==> config.mk <==
export PLATFORM = sky130hd
export DESIGN_NAME = irq_flag_reg
export DESIGN_NICKNAME = d
export VERILOG_FILES = /design/src/rtl/irq_flag_pkg.sv /design/src/rtl/irq_sticky_flag.sv /design/src/rtl/irq_enable_reg.sv /design/src/rtl/irq_req_combine.sv /design/src/rtl/irq_flag_reg.sv
export SDC_FILE = /design/constraint.sdc
export NUM_CORES = 1
export LEC_CHECK = 0
export BUFFER_PORTS_ARGS = -buffer_cell sky130_fd_sc_hd__buf_2
export CAP_MARGIN = 5
export CORE_MARGIN = 3
export CORE_UTILIZATION = 41
export CTS_CLUSTER_DIAMETER = 200
export DETAILED_ROUTE_END_ITERATION = 16
export PLACE_DENSITY = 0.73
export SYNTH_ARGS = -nofsm -noshare
export SYNTH_HDL_FRONTEND = slang
export SYNTH_HIERARCHICAL = 1
export SYNTH_SLANG_ARGS = --single-unit
==> constraint.sdc <==
create_clock -name clk_i -period 0.8 [get_ports clk_i]
set_input_delay 0.04 -clock clk_i [delete_from_list [all_inputs] [get_ports clk_i]]
set_output_delay 0.04 -clock clk_i [all_outputs]
set_load 0.005 [all_outputs]
==> src/rtl/irq_flag_pkg.sv <==
package irq_flag_pkg;
  localparam int NUM_FLAGS = 8;
  localparam int BIT_PPORT = 7;
  localparam int BIT_ADC   = 6;
  localparam int BIT_RX    = 5;
  localparam int BIT_TX    = 4;
  localparam int BIT_SSP   = 3;
  localparam int BIT_CCP   = 2;
  localparam int BIT_TMR2  = 1;
  localparam int BIT_TMR1  = 0;
  localparam logic [NUM_FLAGS-1:0] STICKY_MASK = 8'b1100_1111;
  typedef logic [NUM_FLAGS-1:0] flag_vec_t;
endpackage

==> src/rtl/irq_sticky_flag.sv <==
module irq_sticky_flag (
  input  logic clk_i,
  input  logic rst_ni,
  input  logic set_i,
  input  logic wr_i,
  input  logic wbit_i,
  output logic q_o
);
  // event has priority over a software write
  always_ff @(posedge clk_i or negedge rst_ni) begin
    if (!rst_ni)    q_o <= 1'b0;
    else if (set_i) q_o <= 1'b1;
    else if (wr_i)  q_o <= wbit_i;
  end
endmodule

==> src/rtl/irq_enable_reg.sv <==
module irq_enable_reg #(
  parameter int W = 8
) (
  input  logic         clk_i,
  input  logic         rst_ni,
  input  logic         wr_i,
  input  logic [W-1:0] wdata_i,
  output logic [W-1:0] q_o
);
  always_ff @(posedge clk_i or negedge rst_ni) begin
    if (!rst_ni)   q_o <= '0;
    else if (wr_i) q_o <= wdata_i;
  end
endmodule

==> src/rtl/irq_req_combine.sv <==
module irq_req_combine #(
  parameter int W = 8
) (
  input  logic [W-1:0] flags_i,
  input  logic [W-1:0] en_i,
  input  logic         gie_i,
  output logic         irq_o
);
  assign irq_o = gie_i & (|(flags_i & en_i));
endmodule

==> src/rtl/irq_flag_reg.sv <==
module irq_flag_reg
  import irq_flag_pkg::*;
#(
  parameter bit HAS_PPORT = 1'b1
) (
  input  logic                 clk_i,
  input  logic                 rst_ni,
  input  logic                 we_i,
  input  logic                 addr_i,
  input  logic [NUM_FLAGS-1:0] wdata_i,
  output logic [NUM_FLAGS-1:0] rdata_o,
  input  logic                 ev_pport_i,
  input  logic                 ev_adc_i,
  input  logic                 ev_ssp_i,
  input  logic                 ev_capture_i,
  input  logic                 ev_compare_i,
  input  logic                 ccp_pwm_mode_i,
  input  logic                 ev_tmr2_i,
  input  logic                 ev_tmr1_i,
  input  logic                 rx_full_i,
  input  logic                 tx_empty_i,
  input  logic                 gie_i,
  output logic                 irq_o
);
  localparam flag_vec_t KEEP_MASK =
    HAS_PPORT ? STICKY_MASK : (STICKY_MASK & ~(flag_vec_t'(1) << BIT_PPORT));

  flag_vec_t ev_vec;
  flag_vec_t flag_q;
  flag_vec_t en_q;
  logic      wr_flags;
  logic      wr_en;

  assign wr_flags = we_i & ~addr_i;
  assign wr_en    = we_i &  addr_i;

  always_comb begin
    ev_vec            = '0;
    ev_vec[BIT_PPORT] = ev_pport_i;
    ev_vec[BIT_ADC]   = ev_adc_i;
    ev_vec[BIT_SSP]   = ev_ssp_i;
    ev_vec[BIT_CCP]   = (ev_capture_i | ev_compare_i) & ~ccp_pwm_mode_i;
    ev_vec[BIT_TMR2]  = ev_tmr2_i;
    ev_vec[BIT_TMR1]  = ev_tmr1_i;
  end

  for (genvar i = 0; i < NUM_FLAGS; i++) begin : g_flag
    if (KEEP_MASK[i]) begin : g_sticky
      irq_sticky_flag u_flag (
        .clk_i  (clk_i),
        .rst_ni (rst_ni),
        .set_i  (ev_vec[i]),
        .wr_i   (wr_flags),
        .wbit_i (wdata_i[i]),
        .q_o    (flag_q[i])
      );
    end else if (i == BIT_RX) begin : g_rx
      assign flag_q[i] = rx_full_i;
    end else if (i == BIT_TX) begin : g_tx
      assign flag_q[i] = tx_empty_i;
    end else begin : g_absent
      assign flag_q[i] = 1'b0;
    end
  end

  irq_enable_reg #(.W(NUM_FLAGS)) u_en (
    .clk_i   (clk_i),
    .rst_ni  (rst_ni),
    .wr_i    (wr_en),
    .wdata_i (wdata_i),
    .q_o     (en_q)
  );

  irq_req_combine #(.W(NUM_FLAGS)) u_comb (
    .flags_i (flag_q),
    .en_i    (en_q),
    .gie_i   (gie_i),
    .irq_o   (irq_o)
  );

  assign rdata_o = addr_i ? en_q : flag_q;
endmodule

==> run metrics, run 1 <==
Hold WC Path Type input pin to register; Setup WS pre-CTS -0.177 ns; register clock-pin slew on the reported worst setup and hold paths 0.08 ns; worst flop-to-flop path endpoint u_en/q_o[0]; setup ws final -0.417 ns; Post-synth EDFFs 0; I/O pin cnt 32; Yosys warning count 6; max_cap viols 0; Final ANT Viol Nets 0; Clock Latency Late Sink 0.26 ns; Mapped Cells 53; status finished with violations; Top FF cell, synth dfrtp_1; vias in the first global route 638; Synth top cells by count mux2_4 (16), dfrtp_1 (14), a211o_1 (6), nor2b_1 (6), a22oi_1 (4); Worst Hold Margin -0.0114 ns; syn_nets 76; path depth of the worst reg2reg path 2; Placed Cells 110; CTS Sinks 14; register area share after synthesis 45.4%; Worst Path Required 0.76 ns; top post-synthesis cells by area dfrtp_1 (45%), mux2_4 (31%), a211o_1 (6.8%), nor2b_1 (4.9%), a22oi_1 (3.9%); grt total ovfl 0; async set-reset flop share out of synthesis 100%; CTS tree yes; synthesized flop and latch total 14; Die Y 49.4 um; Post-Syn Area per Cell 14.6 sq um; std cell rows 15; WS Path Type register to primary output; Layout Cells excl Fill 122; largest net degree at the start of global routing 15; setup_tns -3.87 ns; post-DP HPWL 1320 um; hold_buf cts 6; Finished Cell Area 1150 sq um; Setup crit end kind primary output; area leader, netlist dfrtp_1; failing checks negative hold slack, negative setup slack; Min-Delay Startpoint ev_tmr2_i; initial antenna violation count 0; Period minus WS final 1.22 ns; Critical R2R Launch u_en/q_o[0]; worst slew pin tran 0.321 ns; Min-Delay Endpoint g_flag[1].g_sticky.u_flag/q_o; root buffer cell clkbuf_4; I/O Buffers 31; count leader, synth mux2_4; critical path startpoint category register; Starting Density 44.2%; Fillers 149; Peak Freq 822 MHz; Tcrit/Tclk final 152%; Pwr Total 1.86 mW; layout cells sized above 1 66.0%; Initial DRC Count 4; Die Area 2440 sq um; Largest delay share family, worst path flip-flops; Longest Clk Path Bufs 2; R2R Setup Slk -0.13 ns; count of cell types in the netlist 11; Arrival @ worst endpoint 1.18 ns; relative slew slack 78.6%; top-area cell type share of the netlist area 45.4%; Vias/cell 4.90; first-pass GRT wire length 2910 um; Post-route DRC 0; routability cong. 0.678; fin util 65.7%; Max stage delay on crit path 0.41 ns; diode count 0; gr usage total 15.6%; RSZ-0062 raised after global routing true; DP Area 960 sq um; Pleak 0.551 nW; DRT Pass-1 Iters 4; setup violators final 20; clock skew 0 ns; Slew Limit Fails 0; TritonCTS buffer count 3; nets@finish 122; Placeable Area 1750 sq um; H-tree depth 1; CP bufs+invs 1; via count 598; Die Wd 49.4 um; Fin. Hold Viols 1; worst hold stages 2; worst vdd ir 1.27 mV; power per cell area 1620 nW/um^2; Wirelength per Cell 15.0 um; P&R area growth vs syn 48.6%; CP Cell Sequence a22oi_2, a41oi_2, buf_2; CP max-delay cell dfrtp_1; cell area after synthesis 772 sq um; routed wire length 1830 um; worst-path fanout max 3
## kinds of logic (layout without fill, tap and decap cells)
| group | count (synthesis) | count (layout) | synth area share (%) |
|---|---|---|---|
| and+or+nand+nor | 8 | 8 | 6.97 |
| AOI/OAI and AO/OA | 12 | 12 | 13.1 |
| muxes | 16 | 16 | 31.1 |
| buffers and inverters | 3 | 47 | 3.40 |
| DFF | 14 | 14 | 45.4 |
## cells in the final DEF (no fill, tap or decap), drive strengths merged
cell / n
clkbuf: 3
mux2: 16
nor2b: 6
a22oi: 4
a41oi: 1
dfrtp: 14
o21ba: 1
inv: 1
dlygate4sd3: 6
buf: 37
a211o: 6
and2b: 1
and2: 1
## area by class of cell
| type | instances | area [sq um] | share of cell area, % |
|---|---|---|---|
| clock buffer | 3 | 22.5 | 1.96 |
| inverter | 1 | 3.75 | 0.327 |
| multi-input combinational | 36 | 424 | 37.0 |
| sequential | 14 | 350 | 30.5 |
| tap | 25 | 31.3 | 2.73 |
| timing repair buffer | 43 | 315 | 27.5 |
## what timing repair did
action,4_1_cts,5_1_grt
endpoints found under the setup margin,17,21
buffers inserted,2,2
hold endpoints to repair,20,4
resized for setup,6,9
pin swaps,0,2
## report_power, final
part	switching [mW]	internal [mW]
logic	0.190	0.427
clock network	0.197	0.174
registers	0.0847	0.788
## how the worst max path moves through the flow
stage | from | to | slack [ns] | depth (start not counted)
floorplan | addr_i | g_flag[0].g_sticky.u_flag/q_o | -0.05 | 4
global placement | addr_i | g_flag[1].g_sticky.u_flag/q_o | -0.11 | 4
detailed placement | addr_i | g_flag[1].g_sticky.u_flag/q_o | -0.18 | 4
CTS | u_en/q_o[0] | irq_o | -0.41 | 3
global route | u_en/q_o[2] | irq_o | -0.49 | 3
finish | g_flag[2].g_sticky.u_flag/q_o | irq_o | -0.42 | 3
## worst reg2reg max path: stages, from the launching register on
cell and delay, ns:
dfrtp_1 0.42, buf_4 0.15, mux2_4 0.26
## layer usage
layer | global-route usage [%] | vias to the layer above | part of all wire, %
met5 | 0 | - | 0
li1 | - | 287 | -
met3 | 3.06 | 2 | 4.9
met2 | 27.9 | 19 | 54
met1 | 18.3 | 290 | 40
met4 | 5.53 | 0 | 0.22
## sequential cells by signal, indices dropped and copies added, names as in the netlist
register,count
u_en/q_o,8
g_flag.g_sticky.u_flag/q_o,6
No activity file was read; power rests on OpenSTA's default activity.
==> run 2, diff against run 1 <==
Settings changed: BUFFER_PORTS_ARGS -buffer_cell sky130_fd_sc_hd__buf_2 to default, CORE_UTILIZATION 41 to 53, DONT_BUFFER_PORTS from default to 1, PLACE_DENSITY 0.73 to 0.71.
==> run 2 against run 1 <==
  * The run still ends with negative hold slack, negative setup slack left
  * Global-route usage increased by 2.3 points
  * Fmax increased by 13%
  * Sequential power is essentially flat
  * Combinational power down 16%
  * Core utilization is 13 points higher
  * Clock skew is the same
  * Via count decreased by 16%
  * Non-clock buffer count fell by 23
  * Critical path type unchanged
  * Highest routed layer is now met3
==> run metrics, run 2 (synthesized netlist as in run 1, its figures left out) <==
status finished with violations; failing checks negative hold slack, negative setup slack; Tcrit/Tclk final 135% (-17 points); Worst Path Required 0.76 ns (about the same); Critical R2R Launch u_en/q_o[4]; Slew Limit Fails 0 (unchanged); P&R area growth vs syn 35.3%; commonest non-fill, non-tap cell in the layout mux2_4; via count 503 (-16%); CTS tree yes; grt total ovfl 0 (unchanged); Hold WC Path Type input pin to register; root buffer cell clkbuf_4; worst flop-to-flop path endpoint u_en/q_o[4]; clock skew 0 ns (unchanged); routed wire length 1590 um (-13%); layout cells sized above 1 48.6% (-17 points); CP Cell Sequence a22oi_2, a41oi_2; I/O Buffers 0 (-100%); CP max-delay cell dfrtp_1; setup violators final 22 (+10%); Placed Cells 66 (-40%); nets@finish 99 (-19%); max FFs per register 8 (unchanged); setup_tns -2.94 ns (+0.931 ns); Arrival @ worst endpoint 1.04 ns (-0.14 ns); hold_buf cts 14 (+8); Wirelength per Cell 17.8 um (+19%); Post-route DRC 0 (unchanged); Die Wd 44.2 um (-11%); Regs by FF count u_en/q_o: 8 flops, g_flag.g_sticky.u_flag/q_o: 6 flops; power per cell area 1680 nW/um^2 (+3.4%); Period minus WS final 1.08 ns (-0.140 ns); Peak Freq 929 MHz (+13%); Longest Clk Path Bufs 2 (unchanged); Clock Latency Late Sink 0.26 ns (about the same); Finished Cell Area 1040 sq um (-8.9%); relative slew slack 58.6% (-20 points); DP Area 769 sq um (-20%); RSZ-0062 raised after global routing true; worst slew pin tran 0.619 ns (+0.299 ns); Initial DRC Count 3 (-1); Layout Cells excl Fill 89 (-27%); Starting Density 57.9% (+14 points); I/O pin cnt 32 (unchanged); Setup WS pre-CTS -0.0568 ns (+0.120 ns); gr usage total 17.9% (+2.3 points); initial antenna violation count 0 (unchanged); Placeable Area 1330 sq um (-24%); Die Area 1950 sq um (-20%); worst vdd ir 1.62 mV (+27%); Reg with most FFs u_en/q_o; TritonCTS buffer count 3 (unchanged); Max stage delay on crit path 0.41 ns (about the same); diode count 0 (unchanged); WS Path Type register to primary output; H-tree depth 1 (unchanged); routability cong. 0.661 (-2.5%); Setup crit end kind primary output; path depth of the worst reg2reg path 2 (unchanged); Pwr Total 1.75 mW (-5.9%); Die Y 44.2 um (-11%); register clock-pin slew on the reported worst setup and hold paths 0.07 ns (about the same); R2R Setup Slk -0.11 ns (+0.02 ns); Critical path origin g_flag[7].g_sticky.u_flag/q_o; first-pass GRT wire length 2440 um (-16%); Min-Delay Startpoint ev_capture_i; largest net degree at the start of global routing 15 (unchanged); setup ws final -0.277 ns (+0.140 ns); worst setup path end irq_o; worst-path fanout max 3 (unchanged); max_cap viols 0 (unchanged); fin util 78.3% (+13 points); CTS Sinks 14 (unchanged); Fin. Hold Viols 1 (unchanged); Final ANT Viol Nets 0 (unchanged); std cell rows 13 (-2); vias in the first global route 512 (-20%); Pleak 0.471 nW (-14%); most frequent cells in the layout mux2_4 (16), dlygate4sd3_1 (14), dfrtp_1 (14); Worst Hold Margin -0.00976 ns (+0.00162 ns); Vias/cell 5.65 (+15%); critical path startpoint category register; DRT Pass-1 Iters 2 (-2)
==> run 2: changes by cell type in the layout (fill, tap and decap cells not counted) <==
cell / previous run / this run
buf_2: 24 / 0
buf_4: 3 / 0
nor2b_1: 6 / 3
nor2b_2: 0 / 1
nor2b_4: 0 / 2
buf_6: 10 / 6
dlygate4sd3_1: 6 / 14
==> run 2: where the power goes <==
| part | leakage (nW) | switching (mW) | internal, mW |
|---|---|---|---|
| Sequential | 0.153 | 0.0842 | 0.789 |
| Clock | 0.0138 | 0.188 | 0.174 |
| Combinational | 0.305 | 0.154 | 0.362 |
| Total | 0.471 | 0.426 | 1.32 |
==> run 2: worst max-delay path, delay by kind of cell (launching register included) <==
kind	cells	cell delay [ns]
DFF	1	0.41
AOI/OAI and AO/OA	2	0.35
==> run 2: cell type report <==
cell class / count / area (sq um)
repair buffers: 20 / 208
inverters: 1 / 3.75
flip-flops and latches: 14 / 350
well taps: 15 / 18.8
fillers: 78 / 289
multi-input cells: 36 / 442
clock buffers: 3 / 22.5
==> run 2: what timing repair did <==
action,CTS,global route
endpoints found under the setup margin,15,23
pin swaps,0,0
hold endpoints to repair,28,1
resized for setup,6,9
buffers inserted,6,1
cloned,0,0
==> run 2: how the worst min path moves through the flow <==
| stage | end | depth (start not counted) |
|---|---|---|
| floorplan | g_flag[0].g_sticky.u_flag/q_o | 0 |
| global placement | u_en/q_o[7] | 0 |
| detailed placement | u_en/q_o[1] | 0 |
| CTS | g_flag[2].g_sticky.u_flag/q_o | 2 |
| global route | g_flag[2].g_sticky.u_flag/q_o | 2 |
| finish | g_flag[2].g_sticky.u_flag/q_o | 2 |
==> run 2: routing by layer <==
metal  wire, um  vias up  track usage (%)
met4          0        0                0
li1           -      243                -
met1        624      242             20.1
met3        102        0             7.72
met2        860       18             33.1
met5          0        -                0
